--- src/rtl/chr_latch_pkg.sv ---
package chr_latch_pkg;

    localparam int NUM_TABLES    = 2;
    localparam int NUM_BANK_REGS = 2 * NUM_TABLES;
    localparam int REG_SEL_W     = $clog2(NUM_BANK_REGS);

    typedef enum logic {
        LATCH_FD = 1'b0,
        LATCH_FE = 1'b1
    } latch_e;

    typedef struct packed {
        logic   hit;
        logic   tbl;
        latch_e state;
    } trig_t;

    function automatic logic [REG_SEL_W-1:0] reg_index(logic tbl, logic st);
        return {tbl, st};
    endfunction

endpackage

--- src/rtl/tile_trigger_decode.sv ---
module tile_trigger_decode
    import chr_latch_pkg::*;
#(
    parameter int          ADDR_W     = 14,
    parameter int          FINE_W     = 4,
    parameter logic [7:0]  TILE_A     = 8'hFD,
    parameter logic [7:0]  TILE_B     = 8'hFE,
    parameter logic [3:0]  T0_MASK    = 4'hF,
    parameter logic [3:0]  T0_VAL     = 4'h8,
    parameter logic [3:0]  T1_MASK    = 4'h8,
    parameter logic [3:0]  T1_VAL     = 4'h8
) (
    input  logic [ADDR_W-1:0] addr,
    output trig_t             trig
);
    localparam int SPACE_BIT = ADDR_W - 1;
    localparam int TABLE_BIT = ADDR_W - 2;
    localparam int TILE_W    = TABLE_BIT - FINE_W;

    logic [TILE_W-1:0] tile;
    logic [FINE_W-1:0] fine;
    logic              tbl;
    logic              row_ok;
    logic              is_a;
    logic              is_b;

    assign tile = addr[TABLE_BIT-1:FINE_W];
    assign fine = addr[FINE_W-1:0];
    assign tbl  = addr[TABLE_BIT];

    always_comb begin
        if (tbl) row_ok = (fine & T1_MASK) == T1_VAL;
        else     row_ok = (fine & T0_MASK) == T0_VAL;
        is_a       = tile == TILE_A;
        is_b       = tile == TILE_B;
        trig.hit   = !addr[SPACE_BIT] && row_ok && (is_a || is_b);
        trig.tbl   = tbl;
        trig.state = is_b ? LATCH_FE : LATCH_FD;
    end

endmodule

--- src/rtl/trigger_pipe.sv ---
module trigger_pipe
    import chr_latch_pkg::*;
(
    input  logic                  clk,
    input  logic                  rst,
    input  logic                  rd_strobe,
    input  trig_t                 trig_in,
    output logic [NUM_TABLES-1:0] latch_q,
    output logic                  pend_hit
);
    trig_t pend;

    always_ff @(posedge clk) begin
        if (rst)            pend <= '0;
        else if (rd_strobe) pend <= trig_in;
    end

    assign pend_hit = pend.hit;

    for (genvar t = 0; t < NUM_TABLES; t++) begin : g_table
        logic lq;
        always_ff @(posedge clk) begin
            if (rst)
                lq <= LATCH_FE;
            else if (rd_strobe && pend.hit && (pend.tbl == 1'(t)))
                lq <= pend.state;
        end
        assign latch_q[t] = lq;
    end

endmodule

--- src/rtl/bank_regfile.sv ---
module bank_regfile
    import chr_latch_pkg::*;
#(
    parameter int BANK_W = 5
) (
    input  logic                 clk,
    input  logic                 rst,
    input  logic                 wr_en,
    input  logic [REG_SEL_W-1:0] wr_sel,
    input  logic [BANK_W-1:0]    wr_data,
    output logic [BANK_W-1:0]    bank_q [NUM_BANK_REGS]
);
    for (genvar r = 0; r < NUM_BANK_REGS; r++) begin : g_reg
        always_ff @(posedge clk) begin
            if (rst)
                bank_q[r] <= '0;
            else if (wr_en && (wr_sel == REG_SEL_W'(r)))
                bank_q[r] <= wr_data;
        end
    end

endmodule

--- src/rtl/chr_tile_latch.sv ---
module chr_tile_latch
    import chr_latch_pkg::*;
#(
    parameter int ADDR_W = 14,
    parameter int BANK_W = 5
) (
    input  logic                 clk,
    input  logic                 rst,
    input  logic [ADDR_W-1:0]    vid_addr,
    input  logic                 vid_rd,
    input  logic                 cpu_wr_en,
    input  logic [REG_SEL_W-1:0] cpu_wr_sel,
    input  logic [BANK_W-1:0]    cpu_wr_data,
    output logic [BANK_W-1:0]    chr_bank
);
    localparam int TABLE_BIT = ADDR_W - 2;

    trig_t                 trig;
    logic [NUM_TABLES-1:0] latch_q;
    logic                  pend_hit;
    logic [BANK_W-1:0]     bank_q [NUM_BANK_REGS];
    logic                  cur_tbl;

    tile_trigger_decode #(.ADDR_W(ADDR_W)) u_decode (
        .addr (vid_addr),
        .trig (trig)
    );

    trigger_pipe u_pipe (
        .clk       (clk),
        .rst       (rst),
        .rd_strobe (vid_rd),
        .trig_in   (trig),
        .latch_q   (latch_q),
        .pend_hit  (pend_hit)
    );

    bank_regfile #(.BANK_W(BANK_W)) u_regs (
        .clk     (clk),
        .rst     (rst),
        .wr_en   (cpu_wr_en),
        .wr_sel  (cpu_wr_sel),
        .wr_data (cpu_wr_data),
        .bank_q  (bank_q)
    );

    assign cur_tbl  = vid_addr[TABLE_BIT];
    assign chr_bank = bank_q[reg_index(cur_tbl, latch_q[cur_tbl])];

endmodule

--- config.mk ---
export PLATFORM = sky130hd
export DESIGN_NAME = chr_tile_latch
export DESIGN_NICKNAME = d
export VERILOG_FILES = /design/src/rtl/chr_latch_pkg.sv /design/src/rtl/tile_trigger_decode.sv /design/src/rtl/trigger_pipe.sv /design/src/rtl/bank_regfile.sv /design/src/rtl/chr_tile_latch.sv
export SDC_FILE = /design/constraint.sdc
export NUM_CORES = 1
export LEC_CHECK = 0
export ABC_CLOCK_PERIOD_IN_PS = 1700
export BUFFER_PORTS_ARGS = -buffer_cell sky130_fd_sc_hd__buf_2
export CAP_MARGIN = 30
export CORE_AREA = 2 2 49 51
export DETAILED_ROUTE_END_ITERATION = 6
export DIE_AREA = 0 0 51 53
export PLACE_DENSITY_LB_ADDON = 0.1
export SKIP_CTS_REPAIR_TIMING = 1
export SLEW_MARGIN = 15
export SYNTH_ARGS = -nofsm -noshare
export SYNTH_HDL_FRONTEND = slang
export SYNTH_SLANG_ARGS = --single-unit
--- constraint.sdc ---
create_clock -name clk -period 1.7 [get_ports clk]
set_input_delay 0.085 -clock clk [delete_from_list [all_inputs] [get_ports clk]]
set_output_delay 0.085 -clock clk [all_outputs]
set_load 0.005 [all_outputs]
==> results of run 1 <==
[power groups by stage]
stage	clock network [mW]	logic (mW)	registers, mW
3_5_place_dp	0	0.125	0.625
2_1_floorplan	0	0.0704	0.623
4_1_cts	0.275	0.125	0.613
5_1_grt	0.296	0.136	0.615
3_3_place_gp	0	0.121	0.625
6_report	0.266	0.124	0.612
[logic make-up (layout without fill, tap and decap cells)]
group                  count (synthesis)  in the layout  share of synthesized area (%)
multiplexers                          27             27                           24.1
AND/OR/NAND/NOR                       43             43                           19.5
XOR/XNOR                               1              1                          0.780
buffers and inverters                  6             34                           2.67
flip-flops                            25             25                           44.5
AO/OA/AOI/OAI                         15             15                           8.46
[area by class of cell]
class / instances / share of cell area, %
clock inverter: 1 / 0.573
multi-input combinational: 86 / 45.2
sequential: 25 / 38.2
tap: 28 / 2.67
clock buffer: 3 / 1.72
timing repair buffer: 30 / 11.6
[flip-flops by register name, summed over array words and instances, names as in the netlist]
register / cells
u_regs.bank_q: 20
u_pipe.pend: 2
u_pipe.pend_hit: 1
u_pipe.g_table.lq: 2
[metrics by stage]
stage	util, %	std cells
3_3_place_gp	59.6	169
6_report	61.0	173
2_1_floorplan	-	117
5_1_grt	61.0	173
3_5_place_dp	59.6	169
4_1_cts	61.0	173
[critical path, delay by kind of cell (launching register included)]
kind,cells,cell delay (ns)
AOI/OAI and AO/OA,2,0.25
DFF,1,0.59
buffers and inverters,1,0.13
and+or+nand+nor,1,0.09
[routing by layer]
layer,GRT usage (%),vias to the layer above
met4,5.41,0
met2,28.8,16
met3,3.39,2
li1,-,467
met5,0,-
met1,22.7,434
[worst paths after layout]
path                                       endpoint  slack [ns]  depth (start not counted)
setup / recovery                        chr_bank[0]        0.23                          4
hold / removal        u_regs.bank_q[3]$_SDFFE_PP0P_        0.05                          3
setup reg to reg  u_pipe.g_table[0].lq$_SDFFE_PP1P_        0.74                          3
hold reg to reg         u_pipe.pend[0]$_SDFFE_PP0P_        0.50                          2
[cell usage in the layout (no fill, tap or decap), types with 2 or more instances in the layout]
| cell | instances |
|---|---|
| buf_2 | 29 |
| mux2i_1 | 27 |
| dfxtp_1 | 25 |
| nor2_1 | 22 |
| a21oi_1 | 6 |
| nor2b_1 | 5 |
| a211oi_1 | 5 |
| nand3b_1 | 3 |
| nand2b_1 | 3 |
| clkbuf_4 | 3 |
| nand3_1 | 2 |
| nand2_1 | 2 |
==> flow_metrics.py, run 1 <==
metrics = {
    "place": {
        "hpwl_mm": 1.60,
        "port-buffer-count": 29,
        "gp_congestion": 0.718,
        "placed_cell_area_sq_mm": 0.00128,
        "pre_cts_ws_ns": 0.521,
    },
    "cells_and_area": {
        "diodes": 0,
        "final_cell_area_sq_mm": 0.00131,
        "seqCellArea_sq_um": 500,
        "multi_input_area_sq_um": 593,
        "area_growth_pct": 16.7,
        "nFillCells": 200,
        "finalNetCount": 171,
        "layout-drive-gt1-share_pct": 24.1,
    },
    "clocking": {
        "clk_pin_slew_ns": 0.14,
        "cts_sinks": 25,
        "htreeDepth": 1,
        "cts_tree": "done",
        "clk_latency_ns": 0.32,
        "clock_path_buffers": 2,
        "cts-root-buf": "clkbuf_4",
        "cts_buffers": 3,
    },
    "job": {
        "max_cap_viol_count": 0,
    },
    "logic_synthesis": {
        "ys_seq_elements": 25,
        "synthTopCellsByArea": "dfxtp_1 45%, mux2i_1 24%, nor2_1 7.3%, a211oi_1 3.3%, nor2b_1 2.8%",
        "post_synth.cell_area_avg_sq_um": 9.60,
        "syn_inst": 117,
        "synthDistinctLibCells": 23,
        "synth_top_area_cell": "dfxtp_1",
        "synth_area_sq_mm": 0.00112,
        "synth.most_common_cell": "mux2i_1",
        "netlist.area_leader.share_pct": 44.5,
        "synth-main-ff-cell": "dfxtp_1",
        "ys_seq_area_share_pct": 44.5,
        "async_flop_share_pct": 0,
        "ys_top_cells_by_count": "27 x mux2i_1, 25 x dfxtp_1, 22 x nor2_1",
        "yosysWarningCount": 0,
        "synth-edff-count": 0,
        "syn-num-nets": 142,
    },
    "die": {
        "die_h_microns": 53,
        "coreArea_sq_mm": 0.00215,
        "dieArea_sq_mm": 0.00270,
        "ioPinCount": 30,
        "fp.dieW_microns": 51,
        "rows": 17,
        "start_util_pct": 52.3,
    },
    "critical_path": {
        "cp-start-kind": "register",
        "r2r-start": "u_pipe.pend_hit$_SDFFE_PP0P_",
        "critPathRequiredTime_ns": 1.62,
        "critPathLaunch": "u_pipe.g_table[0].lq$_SDFFE_PP1P_",
        "crit_path_end_kind": "output pin",
        "crit_fanout": 11,
        "critPathSlowestCell": "dfxtp_1",
        "worstSetupPathType": "register to output pin",
        "crit_path_max_incr_delay_ns": 0.59,
        "cp.arrival_ns": 1.39,
        "crit_chain": "nor2b_1 -> a211oi_1 -> a21oi_1 -> buf_2",
    },
    "detailed_routing": {
        "wl_met1_mm": 1.09,
        "viasPerCell": 5.31,
        "firstDrtPassIters": 3,
        "drt_iter0_markers": 5,
        "routed_wl_mm": 2.18,
        "routed-via-count": 919,
        "dr_wl_met2_microns": 995,
        "highest_layer": "met4",
        "final_antenna_net_count": 0,
        "wl_per_cell_microns": 12.6,
        "wl_met3_microns": 77,
        "drcViolationCount": 0,
    },
    "pwr": {
        "power_frac_comb_pct": 12.4,
        "p_int_uw": 756,
        "finalPower_mw": 1.00,
        "seqPwrFrac_pct": 61.1,
        "power_density_mw_per_mm2": 764,
        "ir_drop_mv": 0.498,
        "leakage_nw": 0.635,
        "p_sw_uw": 247,
        "pwr-share-clk_pct": 26.5,
        "switching_share_pct": 24.6,
    },
    "timing": {
        "setup_viol": 0,
        "min_period_over_period_pct": 86.7,
        "slew_headroom_pct": 66.1,
        "max_freq_mhz": 679,
        "hold_violations": 0,
        "worst_pin_slew_ns": 0.506,
        "finalClockSkew_ns": 0.000847,
        "fin_setup_tns_ns": 0,
        "fin_hold_ws_ns": 0.0481,
        "final.setup.worst_slack_ns": 0.227,
        "rsz0062_at_grt": "false",
        "fin_crit_ns": 1.47,
        "drv_slew": 0,
    },
    "global_routing": {
        "grt_max_degree": 26,
        "grt-ovfl-total": 0,
        "grt_pass1_wl_mm": 3.47,
        "antenna_found_initial": 0,
        "grt_use_total_pct": 17.3,
        "grt_pass1_vias": 781,
    },
    "min_path": {
        "hp-start": "cpu_wr_data[3]",
        "min_path_type": "primary input to register",
    },
    "run_status": {
        "outcome": "finished clean",
    },
}
Power figures use the tool's default switching activity.
==> run 2, diff against run 1 <==
--- a/config.mk
+++ b/config.mk
@@ -8,9 +8,11 @@
 export ABC_CLOCK_PERIOD_IN_PS = 1700
 export BUFFER_PORTS_ARGS = -buffer_cell sky130_fd_sc_hd__buf_2
 export CAP_MARGIN = 30
-export CORE_AREA = 2 2 49 51
+export CELL_PAD_IN_SITES_DETAIL_PLACEMENT = 1
+export CELL_PAD_IN_SITES_GLOBAL_PLACEMENT = 1
+export CORE_AREA = 2 2 56 58
 export DETAILED_ROUTE_END_ITERATION = 6
-export DIE_AREA = 0 0 51 53
+export DIE_AREA = 0 0 58 60
 export PLACE_DENSITY_LB_ADDON = 0.1
 export SKIP_CTS_REPAIR_TIMING = 1
 export SLEW_MARGIN = 15
==> run 2 against run 1 <==
Net effect: first-iteration DRC count rose to 3.8 times the previous value; via count rose by 2.9%; clock power barely moved.
==> flow_metrics.py, run 2 (synthesized netlist as in run 1, its figures left out) <==
metrics = {
    "global_routing": {
        "grt_max_degree": 26,
        "antenna_found_initial": 0,
        "grt_pass1_vias": 984,
        "grt-ovfl-total": 0,
        "grt_use_total_pct": 17.5,
        "grt_pass1_wl_mm": 4.46,
    },
    "detailed_routing": {
        "routed_wl_mm": 2.60,
        "firstDrtPassIters": 4,
        "wl_per_cell_microns": 14.6,
        "routed-via-count": 946,
        "final_antenna_net_count": 0,
        "drt_iter0_markers": 19,
        "viasPerCell": 5.31,
        "drcViolationCount": 0,
    },
    "clocking": {
        "cts_sinks": 25,
        "clk_pin_slew_ns": 0.13,
        "cts-root-buf": "clkbuf_4",
        "htreeDepth": 1,
        "cts_tree": "done",
        "clock_path_buffers": 2,
        "clk_latency_ns": 0.31,
        "cts_buffers": 3,
    },
    "pwr": {
        "power_density_mw_per_mm2": 762,
        "leakage_nw": 0.636,
        "ir_drop_mv": 0.402,
    },
    "die": {
        "dieArea_sq_mm": 0.00348,
        "rows": 20,
        "fp.dieW_microns": 58,
        "ioPinCount": 30,
        "die_h_microns": 60,
        "coreArea_sq_mm": 0.00290,
        "start_util_pct": 38.7,
    },
    "place": {
        "hpwl_mm": 1.88,
        "gp_congestion": 0.709,
        "port-buffer-count": 29,
    },
    "job": {
        "max_cap_viol_count": 0,
    },
    "cells_and_area": {
        "regMostFlops": "u_regs.bank_q",
        "final_util_pct": 45.3,
        "mostFrequentLayoutCell": "buf_2",
        "area_growth_pct": 16.9,
        "reg.largest.list": "u_regs.bank_q (20), u_pipe.g_table.lq (2), u_pipe.pend (2)",
        "final_cell_mix": "29 x buf_2, 27 x mux2i_1, 25 x dfxtp_1",
        "diodes": 0,
        "largest_register_ffs": 20,
        "layout-drive-gt1-share_pct": 23.4,
        "finalNetCount": 171,
    },
    "timing": {
        "min_period_over_period_pct": 87.9,
        "worst_pin_slew_ns": 0.548,
        "drv_slew": 0,
        "fin_setup_tns_ns": 0,
        "fin_crit_ns": 1.49,
        "finalClockSkew_ns": 0.000342,
        "hold_violations": 0,
        "rsz0062_at_grt": "false",
        "setup_viol": 0,
        "max_freq_mhz": 669,
        "slew_headroom_pct": 63.3,
    },
    "critical_path": {
        "cp.arrival_ns": 1.41,
        "cp-start-kind": "register",
        "crit_path_end_kind": "output pin",
        "critPathRequiredTime_ns": 1.62,
        "crit_fanout": 11,
        "worstSetupPathType": "register to output pin",
    },
    "run_status": {
        "outcome": "finished clean",
    },
    "min_path": {
        "min_path_type": "primary input to register",
    },
}
run 2: cell types whose count changed in the layout (fill, tap and decap cells not counted):
| cell | previous run | this run |
|---|---|---|
| clkbuf_1 | 0 | 1 |
| clkinvlp_4 | 1 | 0 |
run 2: final cells by class:
| type | count | area (sq um) |
|---|---|---|
| timing repair buffer | 30 | 153 |
| tap | 33 | 41.3 |
| fill | 355 | 1590 |
| multi-input combinational | 86 | 593 |
| sequential | 25 | 500 |
| clock buffer | 4 | 26.3 |
run 2: worst paths after layout:
check,from,endpoint,slack (ns),cells past startpoint
worst min register to register,u_regs.bank_q[15]$_SDFFE_PP0P_,u_regs.bank_q[15]$_SDFFE_PP0P_,0.50,2
worst min-delay path,cpu_wr_data[0],u_regs.bank_q[0]$_SDFFE_PP0P_,0.05,3
worst max register to register,u_pipe.g_table[0].lq$_SDFFE_PP1P_,u_pipe.g_table[0].lq$_SDFFE_PP1P_,0.73,2
worst max-delay path,u_pipe.g_table[0].lq$_SDFFE_PP1P_,chr_bank[0],0.21,4
run 2: power by group:
group          switching [mW]  internal, mW  leakage (nW)
Sequential            0.00924         0.603         0.203
Combinational          0.0634        0.0623         0.418
Clock                   0.171        0.0917        0.0150
Total                   0.244         0.757         0.636
run 2: routing by layer:
layer / global-route usage, % / share of wire (%)
met1: 21.8 / 46
met2: 30.2 / 49
met3: 2.38 / 3.0
met4: 7.97 / 1.7
met5: 0 / 0
run 2: critical path: stages (launching register included):
cell and delay, ns:
dfxtp_1 0.60, nor2b_1 0.09, a211oi_1 0.21, a21oi_1 0.06, buf_2 0.13
run 2: stage by stage:
step | hold slack [ns] | std cells | total power, mW | setup WS (ns) | area (sq um)
2_1_floorplan | 0.229 | 117 | 0.693 | 0.614 | 1120
3_3_place_gp | 0.373 | 174 | 0.748 | 0.540 | 1290
3_5_place_dp | 0.382 | 174 | 0.753 | 0.538 | 1290
4_1_cts | 0.0396 | 178 | 1.02 | 0.166 | 1310
5_1_grt | 0.0562 | 178 | 1.06 | 0.0362 | 1310
6_report | 0.0482 | 178 | 1.00 | 0.205 | 1310
==> run 3, diff against run 2 <==
--- a/config.mk
+++ b/config.mk
@@ -5,10 +5,10 @@
 export SDC_FILE = /design/constraint.sdc
 export NUM_CORES = 1
 export LEC_CHECK = 0
-export ABC_CLOCK_PERIOD_IN_PS = 1700
+export ABC_CLOCK_PERIOD_IN_PS = 1800
 export BUFFER_PORTS_ARGS = -buffer_cell sky130_fd_sc_hd__buf_2
 export CAP_MARGIN = 30
-export CELL_PAD_IN_SITES_DETAIL_PLACEMENT = 1
+export CELL_PAD_IN_SITES_DETAIL_PLACEMENT = 0
 export CELL_PAD_IN_SITES_GLOBAL_PLACEMENT = 1
 export CORE_AREA = 2 2 56 58
 export DETAILED_ROUTE_END_ITERATION = 6
==> constraint.sdc (replaced) <==
create_clock -name clk -period 1.8 [get_ports clk]
set_input_delay 0.09 -clock clk [delete_from_list [all_inputs] [get_ports clk]]
set_output_delay 0.09 -clock clk [all_outputs]
set_load 0.005 [all_outputs]
==> run 3 against run 2 <==
Net effect: cell count fell by 0.56%; via count is 5.3% lower; count of clock-buffer cells in the layout fell by 1; routed wire length is 10% lower; first-iteration DRC count grew 110%; clock power down 3%; critical endpoint is now chr_bank[3].
==> flow_metrics.py, run 3 (synthesized netlist as in run 1, its figures left out) <==
metrics = {
    "global_routing": {
        "grt-ovfl-total": 0,
        "grt_pass1_wl_mm": 3.92,
        "grt_max_degree": 27,
        "antenna_found_initial": 0,
        "grt_use_total_pct": 14.9,
        "grt_pass1_vias": 880,
    },
    "detailed_routing": {
        "drt_iter0_markers": 39,
        "final_antenna_net_count": 0,
        "routed_wl_mm": 2.33,
        "drcViolationCount": 0,
        "wl_met1_mm": 1.07,
        "viasPerCell": 5.06,
        "highest_layer": "met4",
        "wl_met3_microns": 88,
        "firstDrtPassIters": 4,
        "dr_wl_met2_mm": 1.15,
        "routed-via-count": 896,
        "wl_per_cell_microns": 13.2,
    },
    "critical_path": {
        "crit_chain": "nor2b_1 -> a211oi_1 -> a21oi_1 -> buf_2",
        "crit_family": "flip-flops",
        "critPathRequiredTime_ns": 1.71,
        "worstSetupPathType": "register to output pin",
        "critPathSlowestCell": "dfxtp_1",
        "cp-start-kind": "register",
        "crit_path_max_incr_delay_ns": 0.58,
        "cp.arrival_ns": 1.37,
        "crit_fanout": 11,
        "cp.buffers_inverters": 1,
        "crit_path_end_kind": "output pin",
    },
    "timing": {
        "fin_crit_ns": 1.46,
        "slew_headroom_pct": 59.7,
        "rsz0062_at_grt": "false",
        "drv_slew": 0,
        "max_freq_mhz": 684,
        "hold_violations": 0,
        "worst_pin_slew_ns": 0.603,
        "fin_setup_tns_ns": 0,
        "setup_viol": 0,
        "finalClockSkew_ns": 0.000990,
        "fin_hold_ws_ns": 0.0452,
        "min_period_over_period_pct": 81.2,
    },
    "pwr": {
        "seqPwrFrac_pct": 61.0,
        "power_density_mw_per_mm2": 725,
        "p_sw_uw": 237,
        "ir_drop_mv": 0.344,
        "leakage_nw": 0.634,
        "p_int_uw": 711,
        "pwr-share-clk_pct": 26.8,
        "finalPower_uw": 948,
        "power_frac_comb_pct": 12.2,
        "switching_share_pct": 25.0,
    },
    "die": {
        "start_util_pct": 38.7,
        "fp.dieW_microns": 58,
        "dieArea_sq_mm": 0.00348,
        "die_h_microns": 60,
        "rows": 20,
        "ioPinCount": 30,
        "coreArea_sq_mm": 0.00290,
    },
    "place": {
        "placed_cell_area_sq_mm": 0.00128,
        "port-buffer-count": 29,
        "gp_congestion": 0.723,
        "hpwl_mm": 1.71,
    },
    "cells_and_area": {
        "final_cell_mix": "29 x buf_2, 27 x mux2i_1, 25 x dfxtp_1",
        "reg.largest.list": "u_regs.bank_q (20), u_pipe.g_table.lq (2), u_pipe.pend (2)",
        "final_cell_area_sq_mm": 0.00131,
        "nFillCells": 301,
        "regMostFlops": "u_regs.bank_q",
        "largest_register_ffs": 20,
        "final_util_pct": 45.0,
        "diodes": 0,
        "area_growth_pct": 16.4,
        "mostFrequentLayoutCell": "buf_2",
        "finalNetCount": 170,
        "layout-drive-gt1-share_pct": 23.6,
    },
    "clocking": {
        "clk_latency_ns": 0.31,
        "clk_pin_slew_ns": 0.14,
        "cts_sinks": 25,
        "htreeDepth": 1,
        "cts-root-buf": "clkbuf_4",
        "cts_buffers": 3,
        "cts_tree": "done",
        "clock_path_buffers": 2,
    },
    "run_status": {
        "outcome": "finished clean",
    },
    "job": {
        "max_cap_viol_count": 0,
    },
    "min_path": {
        "min_path_type": "primary input to register",
    },
}
## run 3: area by class of cell
type	count	area, sq um	area share, %
well taps	33	41.3	3.16
multi-input cells	86	593	45.4
clock inverters	1	5.00	0.383
clock buffers	3	22.5	1.72
flip-flops and latches	25	500	38.3
repair buffers	29	145	11.1
## run 3: final timing paths
path	from	to	slack (ns)	depth (start not counted)
worst max-delay path	u_pipe.g_table[0].lq$_SDFFE_PP1P_	chr_bank[3]	0.34	4
worst min-delay path	cpu_wr_data[2]	u_regs.bank_q[2]$_SDFFE_PP0P_	0.05	3
worst max register to register	u_pipe.pend_hit$_SDFFE_PP0P_	u_pipe.g_table[0].lq$_SDFFE_PP1P_	0.83	3
worst min register to register	u_regs.bank_q[16]$_SDFFE_PP0P_	u_regs.bank_q[16]$_SDFFE_PP0P_	0.51	2
## run 3: through the flow
| stage | worst slack (ns) | cells |
|---|---|---|
| floorplan | 0.709 | 117 |
| global placement | 0.473 | 173 |
| detailed placement | 0.461 | 173 |
| CTS | 0.274 | 177 |
| global route | 0.168 | 177 |
| finish | 0.339 | 177 |
## run 3: worst reg2reg max path: cells and delay by family (launching register included)
kind               cells  cell delay, ns
AOI/OAI and AO/OA      2            0.42
DFF                    1            0.38
and+or+nand+nor        1            0.08
## run 3: per-layer routing
layer / vias to the layer above / GRT usage (%)
met5: - / 0
met4: 0 / 6.98
met3: 2 / 2.38
met2: 18 / 26.3
met1: 413 / 17.8
li1: 463 / -
## run 3: power groups by stage
| stage | logic [mW] | clock network [mW] | registers, mW |
|---|---|---|---|
| after global placement | 0.114 | 0 | 0.590 |
| final | 0.116 | 0.254 | 0.578 |
| after global routing | 0.129 | 0.283 | 0.581 |
| after floorplan | 0.0665 | 0 | 0.588 |
| after CTS | 0.118 | 0.264 | 0.578 |
| after detailed placement | 0.117 | 0 | 0.590 |
